<file path="src/rtl/rail_seq_pkg.sv">
package rail_seq_pkg;

  typedef enum logic [2:0] {
    S_IDLE,
    S_UP_EN,
    S_UP_WAIT,
    S_UP_GOOD,
    S_DN_HOLD,
    S_DN_EN,
    S_DN_WAIT
  } seq_state_t;

  function automatic int max3(input int a, input int b, input int c);
    int m;
    m = (a > b) ? a : b;
    return (m > c) ? m : c;
  endfunction

endpackage

</file>
<file path="src/rtl/rail_us_timer.sv">
module rail_us_timer #(
  parameter int CLKS_PER_US = 100,
  parameter int CNT_W       = 16
) (
  input  logic             clk,
  input  logic             rst,
  input  logic             start,
  input  logic [CNT_W-1:0] limit,
  output logic             expired
);

  localparam int PRE_W = (CLKS_PER_US > 1) ? $clog2(CLKS_PER_US) : 1;
  localparam logic [PRE_W-1:0] PRE_LAST = PRE_W'(CLKS_PER_US - 1);

  logic [PRE_W-1:0] pre_cnt;
  logic [CNT_W-1:0] us_cnt;
  logic             tick;

  assign tick    = (pre_cnt == PRE_LAST);
  assign expired = (us_cnt >= limit);

  always_ff @(posedge clk) begin
    if (rst || start) begin
      pre_cnt <= '0;
      us_cnt  <= '0;
    end else if (!expired) begin
      pre_cnt <= tick ? '0 : pre_cnt + 1'b1;
      if (tick) us_cnt <= us_cnt + 1'b1;
    end
  end

  AST_PRESCALE_RANGE: assert property (@(posedge clk) disable iff (rst)
    pre_cnt <= PRE_LAST);

  AST_RESTART_CLEARS: assert property (@(posedge clk) disable iff (rst)
    start |=> (us_cnt == '0));

endmodule

</file>
<file path="src/rtl/rail_pin_map.sv">
module rail_pin_map #(
  parameter int                      NUM_RAILS = 5,
  parameter logic [NUM_RAILS-1:0]    INV_MASK  = 5'b00100
) (
  input  logic [NUM_RAILS-1:0] en_log,
  input  logic [NUM_RAILS-1:0] pg_pin,
  output logic [NUM_RAILS-1:0] en_pin,
  output logic [NUM_RAILS-1:0] pg_log
);

  for (genvar i = 0; i < NUM_RAILS; i++) begin : g_rail
    if (INV_MASK[i]) begin : g_low
      assign en_pin[i] = ~en_log[i];
      assign pg_log[i] = ~pg_pin[i];
    end else begin : g_high
      assign en_pin[i] = en_log[i];
      assign pg_log[i] = pg_pin[i];
    end
  end

endmodule

</file>
<file path="src/rtl/rail_seq_fsm.sv">
module rail_seq_fsm
  import rail_seq_pkg::*;
#(
  parameter int NUM_RAILS    = 5,
  parameter int IDX_W        = 3,
  parameter int CNT_W        = 16,
  parameter int TIMEOUT_US   = 20000,
  parameter int RST_HOLD_US  = 5000,
  parameter int GOOD_WAIT_US = 1000
) (
  input  logic                 clk,
  input  logic                 rst,
  input  logic                 on_req,
  input  logic                 off_req,
  input  logic [NUM_RAILS-1:0] pg_log,
  input  logic                 expired,
  output logic                 tmr_start,
  output logic [CNT_W-1:0]     tmr_limit,
  output logic [NUM_RAILS-1:0] en_log,
  output logic                 all_good,
  output logic                 rst_n,
  output logic                 busy,
  output logic                 done,
  output logic                 error,
  output logic [IDX_W-1:0]     fail_idx
);

  localparam logic [IDX_W-1:0] LAST_IDX = IDX_W'(NUM_RAILS - 1);

  seq_state_t       state;
  logic [IDX_W-1:0] rail_idx;
  logic             powered;
  logic             pg_sel;
  logic             last;
  logic             on_go;
  logic             off_go;

  assign pg_sel = pg_log[rail_idx];
  assign last   = (rail_idx == LAST_IDX);
  assign on_go  = on_req && !powered;
  assign off_go = off_req && powered && !on_go;

  always_comb begin
    case (state)
      S_DN_HOLD: tmr_limit = CNT_W'(RST_HOLD_US);
      S_UP_GOOD: tmr_limit = CNT_W'(GOOD_WAIT_US);
      default:   tmr_limit = CNT_W'(TIMEOUT_US);
    endcase
  end

  always_comb begin
    case (state)
      S_IDLE:    tmr_start = off_go;
      S_UP_EN:   tmr_start = 1'b1;
      S_DN_EN:   tmr_start = 1'b1;
      S_UP_WAIT: tmr_start = (pg_sel && last) || (!pg_sel && expired);
      default:   tmr_start = 1'b0;
    endcase
  end

  always_ff @(posedge clk) begin
    if (rst) begin
      state    <= S_IDLE;
      rail_idx <= '0;
      en_log   <= '0;
      all_good <= 1'b0;
      rst_n    <= 1'b0;
      busy     <= 1'b0;
      done     <= 1'b0;
      error    <= 1'b0;
      fail_idx <= '0;
      powered  <= 1'b0;
    end else begin
      case (state)
        S_IDLE: begin
          if (on_go) begin
            state    <= S_UP_EN;
            rail_idx <= '0;
            busy     <= 1'b1;
            done     <= 1'b0;
            error    <= 1'b0;
            fail_idx <= '0;
            rst_n    <= 1'b0;
          end else if (off_go) begin
            state    <= S_DN_HOLD;
            busy     <= 1'b1;
            done     <= 1'b0;
            error    <= 1'b0;
            fail_idx <= '0;
            rst_n    <= 1'b0;
            powered  <= 1'b0;
          end
        end
        S_UP_EN: begin
          en_log[rail_idx] <= 1'b1;
          state            <= S_UP_WAIT;
        end
        S_UP_WAIT: begin
          if (pg_sel) begin
            if (last) begin
              all_good <= 1'b1;
              state    <= S_UP_GOOD;
            end else begin
              rail_idx <= rail_idx + 1'b1;
              state    <= S_UP_EN;
            end
          end else if (expired) begin
            error    <= 1'b1;
            fail_idx <= rail_idx;
            state    <= S_DN_HOLD;
          end
        end
        S_UP_GOOD: begin
          if (expired) begin
            rst_n   <= 1'b1;
            powered <= 1'b1;
            done    <= 1'b1;
            busy    <= 1'b0;
            state   <= S_IDLE;
          end
        end
        S_DN_HOLD: begin
          if (expired) begin
            all_good <= 1'b0;
            rail_idx <= LAST_IDX;
            state    <= S_DN_EN;
          end
        end
        S_DN_EN: begin
          en_log[rail_idx] <= 1'b0;
          state            <= S_DN_WAIT;
        end
        S_DN_WAIT: begin
          if (!pg_sel || expired) begin
            if (pg_sel) begin
              error <= 1'b1;
              if (!error) fail_idx <= rail_idx;
            end
            if (rail_idx == '0) begin
              done  <= 1'b1;
              busy  <= 1'b0;
              state <= S_IDLE;
            end else begin
              rail_idx <= rail_idx - 1'b1;
              state    <= S_DN_EN;
            end
          end
        end
        default: state <= S_IDLE;
      endcase
    end
  end

  AST_ONE_RAIL_STEP: assert property (@(posedge clk) disable iff (rst)
    $countones(en_log ^ $past(en_log)) <= 1);

  AST_GOOD_ALL_ON: assert property (@(posedge clk) disable iff (rst)
    all_good |-> (&en_log));

  AST_RELEASE_NEEDS_GOOD: assert property (@(posedge clk) disable iff (rst)
    rst_n |-> all_good);

  AST_ERROR_HOLDS_RESET: assert property (@(posedge clk) disable iff (rst)
    error |-> !rst_n);

  AST_QUIET_WHEN_IDLE: assert property (@(posedge clk) disable iff (rst)
    !busy |=> $stable(en_log));

  AST_FAIL_IDX_RANGE: assert property (@(posedge clk) disable iff (rst)
    fail_idx <= LAST_IDX);

  AST_DONE_NOT_BUSY: assert property (@(posedge clk) disable iff (rst)
    done |-> !busy);

endmodule

</file>
<file path="src/rtl/rail_seq_ctrl.sv">
module rail_seq_ctrl
  import rail_seq_pkg::*;
#(
  parameter int                   NUM_RAILS    = 5,
  parameter int                   CLKS_PER_US  = 100,
  parameter int                   TIMEOUT_US   = 20000,
  parameter int                   RST_HOLD_US  = 5000,
  parameter int                   GOOD_WAIT_US = 1000,
  parameter logic [NUM_RAILS-1:0] INV_MASK     = 5'b00100,
  localparam int                  IDX_W        = (NUM_RAILS > 1) ? $clog2(NUM_RAILS) : 1
) (
  input  logic                 clk,
  input  logic                 rst,
  input  logic                 pwr_on_req,
  input  logic                 pwr_off_req,
  input  logic [NUM_RAILS-1:0] rail_pg,
  output logic [NUM_RAILS-1:0] rail_en,
  output logic                 rails_good,
  output logic                 dev_rst_n,
  output logic                 busy,
  output logic                 done,
  output logic                 error,
  output logic [IDX_W-1:0]     fail_rail
);

  localparam int MAX_US = max3(TIMEOUT_US, RST_HOLD_US, GOOD_WAIT_US);
  localparam int CNT_W  = $clog2(MAX_US + 1) + 1;

  logic [NUM_RAILS-1:0] en_log;
  logic [NUM_RAILS-1:0] pg_log;
  logic                 tmr_start;
  logic                 tmr_expired;
  logic [CNT_W-1:0]     tmr_limit;

  rail_pin_map #(
    .NUM_RAILS (NUM_RAILS),
    .INV_MASK  (INV_MASK)
  ) u_pins (
    .en_log (en_log),
    .pg_pin (rail_pg),
    .en_pin (rail_en),
    .pg_log (pg_log)
  );

  rail_us_timer #(
    .CLKS_PER_US (CLKS_PER_US),
    .CNT_W       (CNT_W)
  ) u_timer (
    .clk     (clk),
    .rst     (rst),
    .start   (tmr_start),
    .limit   (tmr_limit),
    .expired (tmr_expired)
  );

  rail_seq_fsm #(
    .NUM_RAILS    (NUM_RAILS),
    .IDX_W        (IDX_W),
    .CNT_W        (CNT_W),
    .TIMEOUT_US   (TIMEOUT_US),
    .RST_HOLD_US  (RST_HOLD_US),
    .GOOD_WAIT_US (GOOD_WAIT_US)
  ) u_fsm (
    .clk       (clk),
    .rst       (rst),
    .on_req    (pwr_on_req),
    .off_req   (pwr_off_req),
    .pg_log    (pg_log),
    .expired   (tmr_expired),
    .tmr_start (tmr_start),
    .tmr_limit (tmr_limit),
    .en_log    (en_log),
    .all_good  (rails_good),
    .rst_n     (dev_rst_n),
    .busy      (busy),
    .done      (done),
    .error     (error),
    .fail_idx  (fail_rail)
  );

  AST_IDLE_PINS_OFF_AFTER_FAIL: assert property (@(posedge clk) disable iff (rst)
    (error && done) |-> (rail_en == INV_MASK));

endmodule

</file>
<file path="config.mk">
export PLATFORM = sky130hd
export DESIGN_NAME = rail_seq_ctrl
export DESIGN_NICKNAME = d
export VERILOG_FILES = /design/src/rtl/rail_seq_pkg.sv /design/src/rtl/rail_us_timer.sv /design/src/rtl/rail_pin_map.sv /design/src/rtl/rail_seq_fsm.sv /design/src/rtl/rail_seq_ctrl.sv
export SDC_FILE = /design/constraint.sdc
export NUM_CORES = 1
export LEC_CHECK = 0
export ABC_CLOCK_PERIOD_IN_PS = 12970
export CELL_PAD_IN_SITES_DETAIL_PLACEMENT = 2
export CELL_PAD_IN_SITES_GLOBAL_PLACEMENT = 2
export CORE_UTILIZATION = 25
export DETAILED_ROUTE_END_ITERATION = 16
export PLACE_DENSITY_LB_ADDON = 0.05
export SETUP_SLACK_MARGIN = 0.1
export SLEW_MARGIN = 20
export SYNTH_ARGS = -nofsm -noshare
export SYNTH_HDL_FRONTEND = slang
export SYNTH_HIERARCHICAL = 1
export SYNTH_SLANG_ARGS = --single-unit
</file>
<file path="constraint.sdc">
create_clock -name clk -period 12.97 [get_ports clk]
set_clock_uncertainty 0.05 [all_clocks]
set_input_delay 2.594 -clock clk [delete_from_list [all_inputs] [get_ports clk]]
set_output_delay 2.594 -clock clk [all_outputs]
set_load 0.005 [all_outputs]
</file>
==> After elaboration in Yosys (flattened, before gate mapping) <==
Cells that the tools add are included.
{ "classes": {"add_sub_neg": 4, "magnitude_cmp": 3, "eq_ne": 25, "muxes": 54, "bitwise_logic": 6, "reduce_logical": 30} }
{ "op_table": {"columns": ["cell", "count"], "rows": [
  ["3-bit 2-to-1 mux", 20],
  ["15-bit one-hot mux with 2 select lines", 1],
  ["3-bit one-hot mux with 7 select lines", 1],
  ["2-bit by 1-bit inequality test with 1-bit output, second input constant", 10],
  ["1-bit 2-to-1 mux", 18],
  ["16-bit by 1-bit adder with 16-bit output, second input constant", 1],
  ["16-bit >= comparator", 1],
  ["7-bit AND reduction", 2],
  ["3-bit equality test, second input constant", 4],
  ["1-bit one-hot mux with 3 select lines", 4],
  ["3-bit one-hot mux with 4 select lines", 1],
  ["2-bit inequality test, second input constant", 5],
  ["5-bit one-hot mux with 2 select lines", 1],
  ["5-bit AND reduction", 2],
  ["3-bit one-hot mux with 3 select lines", 1],
  ["4-bit AND reduction", 2],
  ["7-bit by 1-bit adder with 7-bit output, second input constant", 1],
  ["7-bit equality test, second input constant", 1],
  ["7-bit 2-to-1 mux", 1],
  ["3-bit by 2-bit equality test with 1-bit output, second input constant", 2],
  ["1-bit logical AND", 6],
  ["3-bit zero test", 2],
  ["3-bit by 1-bit inequality test with 1-bit output, second input constant", 2],
  ["1-bit one-hot mux with 2 select lines", 3],
  ["other kinds (21)", 30]
]} }
{ "word_totals": {"ff_bits": 43, "input_bits": 9, "out_inout_bits": 13, "word_cells": 134} }

==> Depth between registers and ports, before layout <==
{ "logic_depth": {"ltp_word": 8, "ltp_mapped": 21} }

==> By module <==
The synthesis kept the hierarchy.
{ "modules_own_cells": {"columns": ["module", "instances", "cells_each", "area_each_um2", "seq_area_each_um2"], "rows": [
  ["rail_us_timer", 1, 207, 1721.7, 460.4],
  ["rail_seq_fsm", 1, 175, 1336.3, 400.4],
  ["rail_pin_map", 1, 10, 67.6, 0.0]
]} }

==> Least setup slack after synthesis <==
Ideal clock, no wire load.
{ "synth_path": {"path_kind": "in2reg", "startpoint": "input rail_pg[3]", "endpoint": "register u_timer.pre_cnt[0]", "setup_ns": 0.132, "t_arrival_ns": 4.582, "required_ns": 12.788, "slack_ns": 8.206, "stages": 10, "path_buffers": 3, "cell_sequence": "buf_4 -> mux2_2 -> a32oi_1 -> and2_4 -> a31oi_1 -> o32ai_1 -> or2_2 -> buf_1 -> clkbuf_1 -> a21oi_1"} }
{ "synth_between": {"elab_chain_len": 7} }
{ "synth_rtl": {"columns": ["item", "line", "rtl"], "rows": [
  ["start: declaration", "rail_seq_ctrl.sv:16", "input logic [NUM_RAILS-1:0] rail_pg,"],
  ["1-bit binary-select mux with 3-bit select (*)", "rail_seq_fsm.sv:38", "assign pg_sel = pg_log[rail_idx];"],
  ["1-bit 2-to-1 mux (implied by the code) (*)", "rail_seq_fsm.sv:38", null],
  ["1-bit zero test", "rail_seq_fsm.sv:56", "S_UP_WAIT: tmr_start = (pg_sel && last) || (!pg_sel && expired);"],
  ["1-bit logical AND", "rail_seq_fsm.sv:56", null],
  ["1-bit logical OR (*)", "rail_seq_fsm.sv:56", null],
  ["1-bit one-hot mux with 3 select lines (*)", "rail_seq_fsm.sv:52", "case (state)"],
  ["named net tmr_start", "rail_seq_ctrl.sv:31", "logic tmr_start;"],
  ["1-bit logical OR (*)", "rail_us_timer.sv:23", "if (rst || start) begin"],
  ["end signal: assignment", "rail_us_timer.sv:27", "pre_cnt <= tick ? '0 : pre_cnt + 1'b1;"],
  ["end: declaration", "rail_us_timer.sv:15", "logic [PRE_W-1:0] pre_cnt;"]
]} }
Mark *: on every way through the listed nets, which the timed path passes. The rest lies on a longest branch. The select of a mux whose other input is x is not followed.
A chain may end at the register's enable or synchronous reset.

==> Final worst setup path <==
{ "layout_path": {"startpoint": "register u_fsm.state[0]", "endpoint": "register u_timer.us_cnt[8]"} }
{ "layout_between": {"elab_chain_len": 7} }
{ "layout_rtl": {"columns": ["item", "line", "rtl"], "rows": [
  ["start: declaration", "rail_seq_fsm.sv:30", "seq_state_t state;"],
  ["start signal: assignment", "rail_seq_fsm.sv:63", "state <= S_IDLE;"],
  ["start signal: assignment", "rail_seq_fsm.sv:77", "state <= S_UP_EN;"],
  ["start signal: assignment", "rail_seq_fsm.sv:85", "state <= S_DN_HOLD;"],
  ["3-bit by 2-bit equality test with 1-bit output or 3-bit equality test (tied branches)", "rail_seq_fsm.sv:44", "case (state)"],
  ["15-bit one-hot mux with 2 select lines (*)", "rail_seq_fsm.sv:44", null],
  ["named net tmr_limit[12]", "rail_seq_ctrl.sv:33", "logic [CNT_W-1:0] tmr_limit;"],
  ["16-bit >= comparator (*)", "rail_us_timer.sv:20", "assign expired = (us_cnt >= limit);"],
  ["named net tmr_expired", "rail_seq_ctrl.sv:32", "logic tmr_expired;"],
  ["1-bit logical AND (*)", "rail_seq_fsm.sv:56", null],
  ["1-bit logical OR (*)", "rail_seq_fsm.sv:56", null],
  ["1-bit one-hot mux with 3 select lines (*)", "rail_seq_fsm.sv:52", null],
  ["named net tmr_start", "rail_seq_ctrl.sv:31", null],
  ["1-bit logical OR (*)", "rail_us_timer.sv:23", null],
  ["end signal: assignment", "rail_us_timer.sv:28", "if (tick) us_cnt <= us_cnt + 1'b1;"],
  ["end: declaration", "rail_us_timer.sv:16", "logic [CNT_W-1:0] us_cnt;"]
]} }
Mark *: on every way through the listed nets, which the timed path passes. The rest lies on a longest branch.

==> results.md <==
- Status: complete, no violations
- Switching Share: 0.410
- DRC errors left: 0
- Worst-Skew Late Latency: 0.30 ns
- Total negative slack: 0 ns
- Die Wd: roughly 110 µm
- CTS Sinks: 43
- Cell chosen for the clock root: clkbuf_16
- RSZ-0062 raised after global routing: false
- Number of CTS-inserted buffers: 5
- Worst rel slew slack: 0.532
- #FFs+latches synth: 43
- Area of the core: about 12000 µm²
- # diodes: 0
- WHS: 0.418 ns
- Initial antenna violation count: 0
- CTS Buffer Depth: 2
- Lkg Pwr: ~1.3 nW
- Die area: between 10000 and 15000 µm²
- Total Power: ~0.53 mW
- Yosys warning count: 6
- WP buf/inv: 3
- Detail Route Antenna Nets: 0
- Post-synth ARST share: 0
- Share of layout cells above drive strength 1: 0.0718
- Power Dens Cells: about 150 nW/µm²
- Vias: approximately 2800
- CTS tree: yes
- Drt pass-1 iters: 4
- Initial DRC Count: 52
- WP data required: around 13 ns
- Initial Utilization: 0.258
- Final setup viols: 0
- Sequential fraction of the synthesis area: 0.275
- Avg WL per Cell: ~18 µm
- Clock H-tree levels: 2
- Post-CTS Resized: 0
- Final core utilization: 0.292
- Placed cells: between 500 and 600
- Final Hold Violating Endpoints: 0
- # hold bufs at CTS: 0
- DR vias/cell: slightly above 5
- Residual overflow from global routing: 0
- CP Class: flip-flop to flip-flop
- Max Fclk: ~180 MHz
- Placed cell area: around 3400 µm²
- First-pass GRT wire length: ~16000 µm
- Largest net degree at the start of global routing: 39
- Crit path max-delay family: simple AND/OR/NAND/NOR gates
- Pre-CTS WS: between 6 and 7 ns
- Final Critical Period: 5.63 ns
- P_int: 0.311 mW
- Critical Path AT: 5.78 ns
- Most used DFF post-synth: dfxtp_1
- Clk slew on worst S/H paths: about 0.070 ns
- Post-Layout Inst Area: about 3500 µm²
- Critical path's slowest cell: dfxtp_1
- # fillers: about 1400
- Commonest non-fill, non-tap cell in the layout: dfxtp_1
- Power share of the clock group: 0.271
- Critical path cell sequence: nand2b_1 -> nor2_1 -> or2_2 -> inv_1 -> inv_1 -> ha_1 -> nand4_1 -> or4_1 -> o31ai_4 -> nor2_1 -> inv_1 -> a31oi_1 -> o32ai_1 -> or2_2 -> nor2_1 -> a31o_2
- Worst Path Max Fanout: 20
- Post-DP HPWL: 7490 µm
- Combinational cell fraction of total power: 0.382
- Number of port buffers: 21
- Post-Syn Instances: between 300 and 400
- Commonest cells after routing, fill and taps aside: dfxtp_1 (43), nand2_1 (35), inv_1 (29), a21oi_1 (29), nor2_1 (26)
- Core Rows: 40
- Non-Filler Instances: 558
- Vert. Die Dim: 114 µm
- Crit. End Element: flip-flop
- GPL Wtd Cong: 0.741
- Vias in the first global route: 3031
- Worst VDD drop: approximately 74 µV
- Total track usage: 0.168
- Ports: 22
- Pins Over Slew Limit: 0
- Max Cap Viol: 0
- Post-Route WL: 10000 µm
- Startpoint types: flip-flop
- Worst path max stage delay: ~0.76 ns
- Syn Std Cell Area: between 3000 and 4000 µm²
- Worst-Margin Slew: between 0.6 and 0.7 ns
- Hold Crit Class: flip-flop to flip-flop
- Psw: ~0.22 mW
- Crit share post-route: 0.434
- Nets@finish: ~420
- Post-synth EDFFs: 0
- Cell variety after synth: between 60 and 70
- Layout area overhead: 13.3%
- Sequential Power Share: 0.346
- Post-CTS Setup Bufs: 0
- PnR worst setup slack: 7.34 ns
- Syn avg cell area: between 7 and 8 µm²
-- worst min-delay path: stages, from the launching register on --
cell and delay, ns:
dfxtp_1 0.31, nand2_1 0.05, mux2i_1 0.05
-- synthesized netlist by cell type (3+ instances only) --
cell type / number / area [µm²]
dfxtp_1: 43 / 861
nand2_1: 35 / 131
a21oi_1: 29 / 145
inv_1: 29 / 109
nor2_1: 26 / 97.6
buf_4: 19 / 143
ha_1: 19 / 238
clkbuf_1: 16 / 60.1
or4_1: 14 / 105
mux2i_1: 12 / 120
nand3_1: 11 / 55.1
o21ai_0: 11 / 55.1
nand4_1: 10 / 62.6
o31ai_1: 10 / 75.1
or3_1: 9 / 56.3
a31oi_1: 7 / 43.8
nor3_1: 7 / 35.0
nor2b_1: 6 / 37.5
and3_1: 5 / 31.3
a221oi_1: 4 / 35.0
nand2b_1: 4 / 25.0
o311ai_1: 4 / 35.0
and2_1: 3 / 18.8
o21a_1: 3 / 22.5
o41ai_1: 3 / 26.3
xnor2_1: 3 / 26.3
-- final cells by class --
type                    instances  area [µm²]  share of cell area
clock inverters                 1        7.51             0.00212
well taps                     168         210              0.0593
inverters                      29         109              0.0307
clock buffers                   7         153              0.0431
multi-input cells             286        1970               0.556
flip-flops and latches         43         861               0.243
repair buffers                 24         233              0.0657
-- metal layers --
metal  GRT usage  up-vias  part of all wire
met3      0.0282       14             0.017
met5           0        -                 0
met1       0.196     1401              0.45
met2       0.307       23              0.51
met4      0.0658        0             0.021
li1            -     1409                 -
-- final timing paths --
| kind | startpoint | to | slack, ns | cells after the start |
|---|---|---|---|---|
| worst min register to register | u_fsm/fail_idx[1] | u_fsm/fail_idx[1] | 0.42 | 2 |
| worst max-delay path | u_fsm/state[0] | u_timer/us_cnt[8] | 7.34 | 16 |
| worst min-delay path | u_fsm/fail_idx[1] | u_fsm/fail_idx[1] | 0.42 | 2 |
| worst max register to register | u_fsm/state[0] | u_timer/us_cnt[8] | 7.34 | 16 |
-- kinds of logic after synthesis --
family	synth area share
and+or+nand+nor	0.273
AOI/OAI and AO/OA	0.213
buffers and inverters	0.105
DFF	0.275
adders and majority gates	0.0761
muxes	0.0456
xor gates and xnor gates	0.00841
other	0.00240
-- power by group through the flow --
| stage | Combinational (mW) | Sequential (mW) | Clock [mW] |
|---|---|---|---|
| after detailed placement | 0.204 | 0.185 | 0 |
| after global routing | 0.228 | 0.187 | 0.153 |
| after CTS | 0.206 | 0.182 | 0.150 |
| after global placement | 0.203 | 0.185 | 0 |
| after floorplan | 0.183 | 0.157 | 0 |
| final | 0.201 | 0.182 | 0.143 |
No activity file was read; power rests on OpenSTA's default activity.
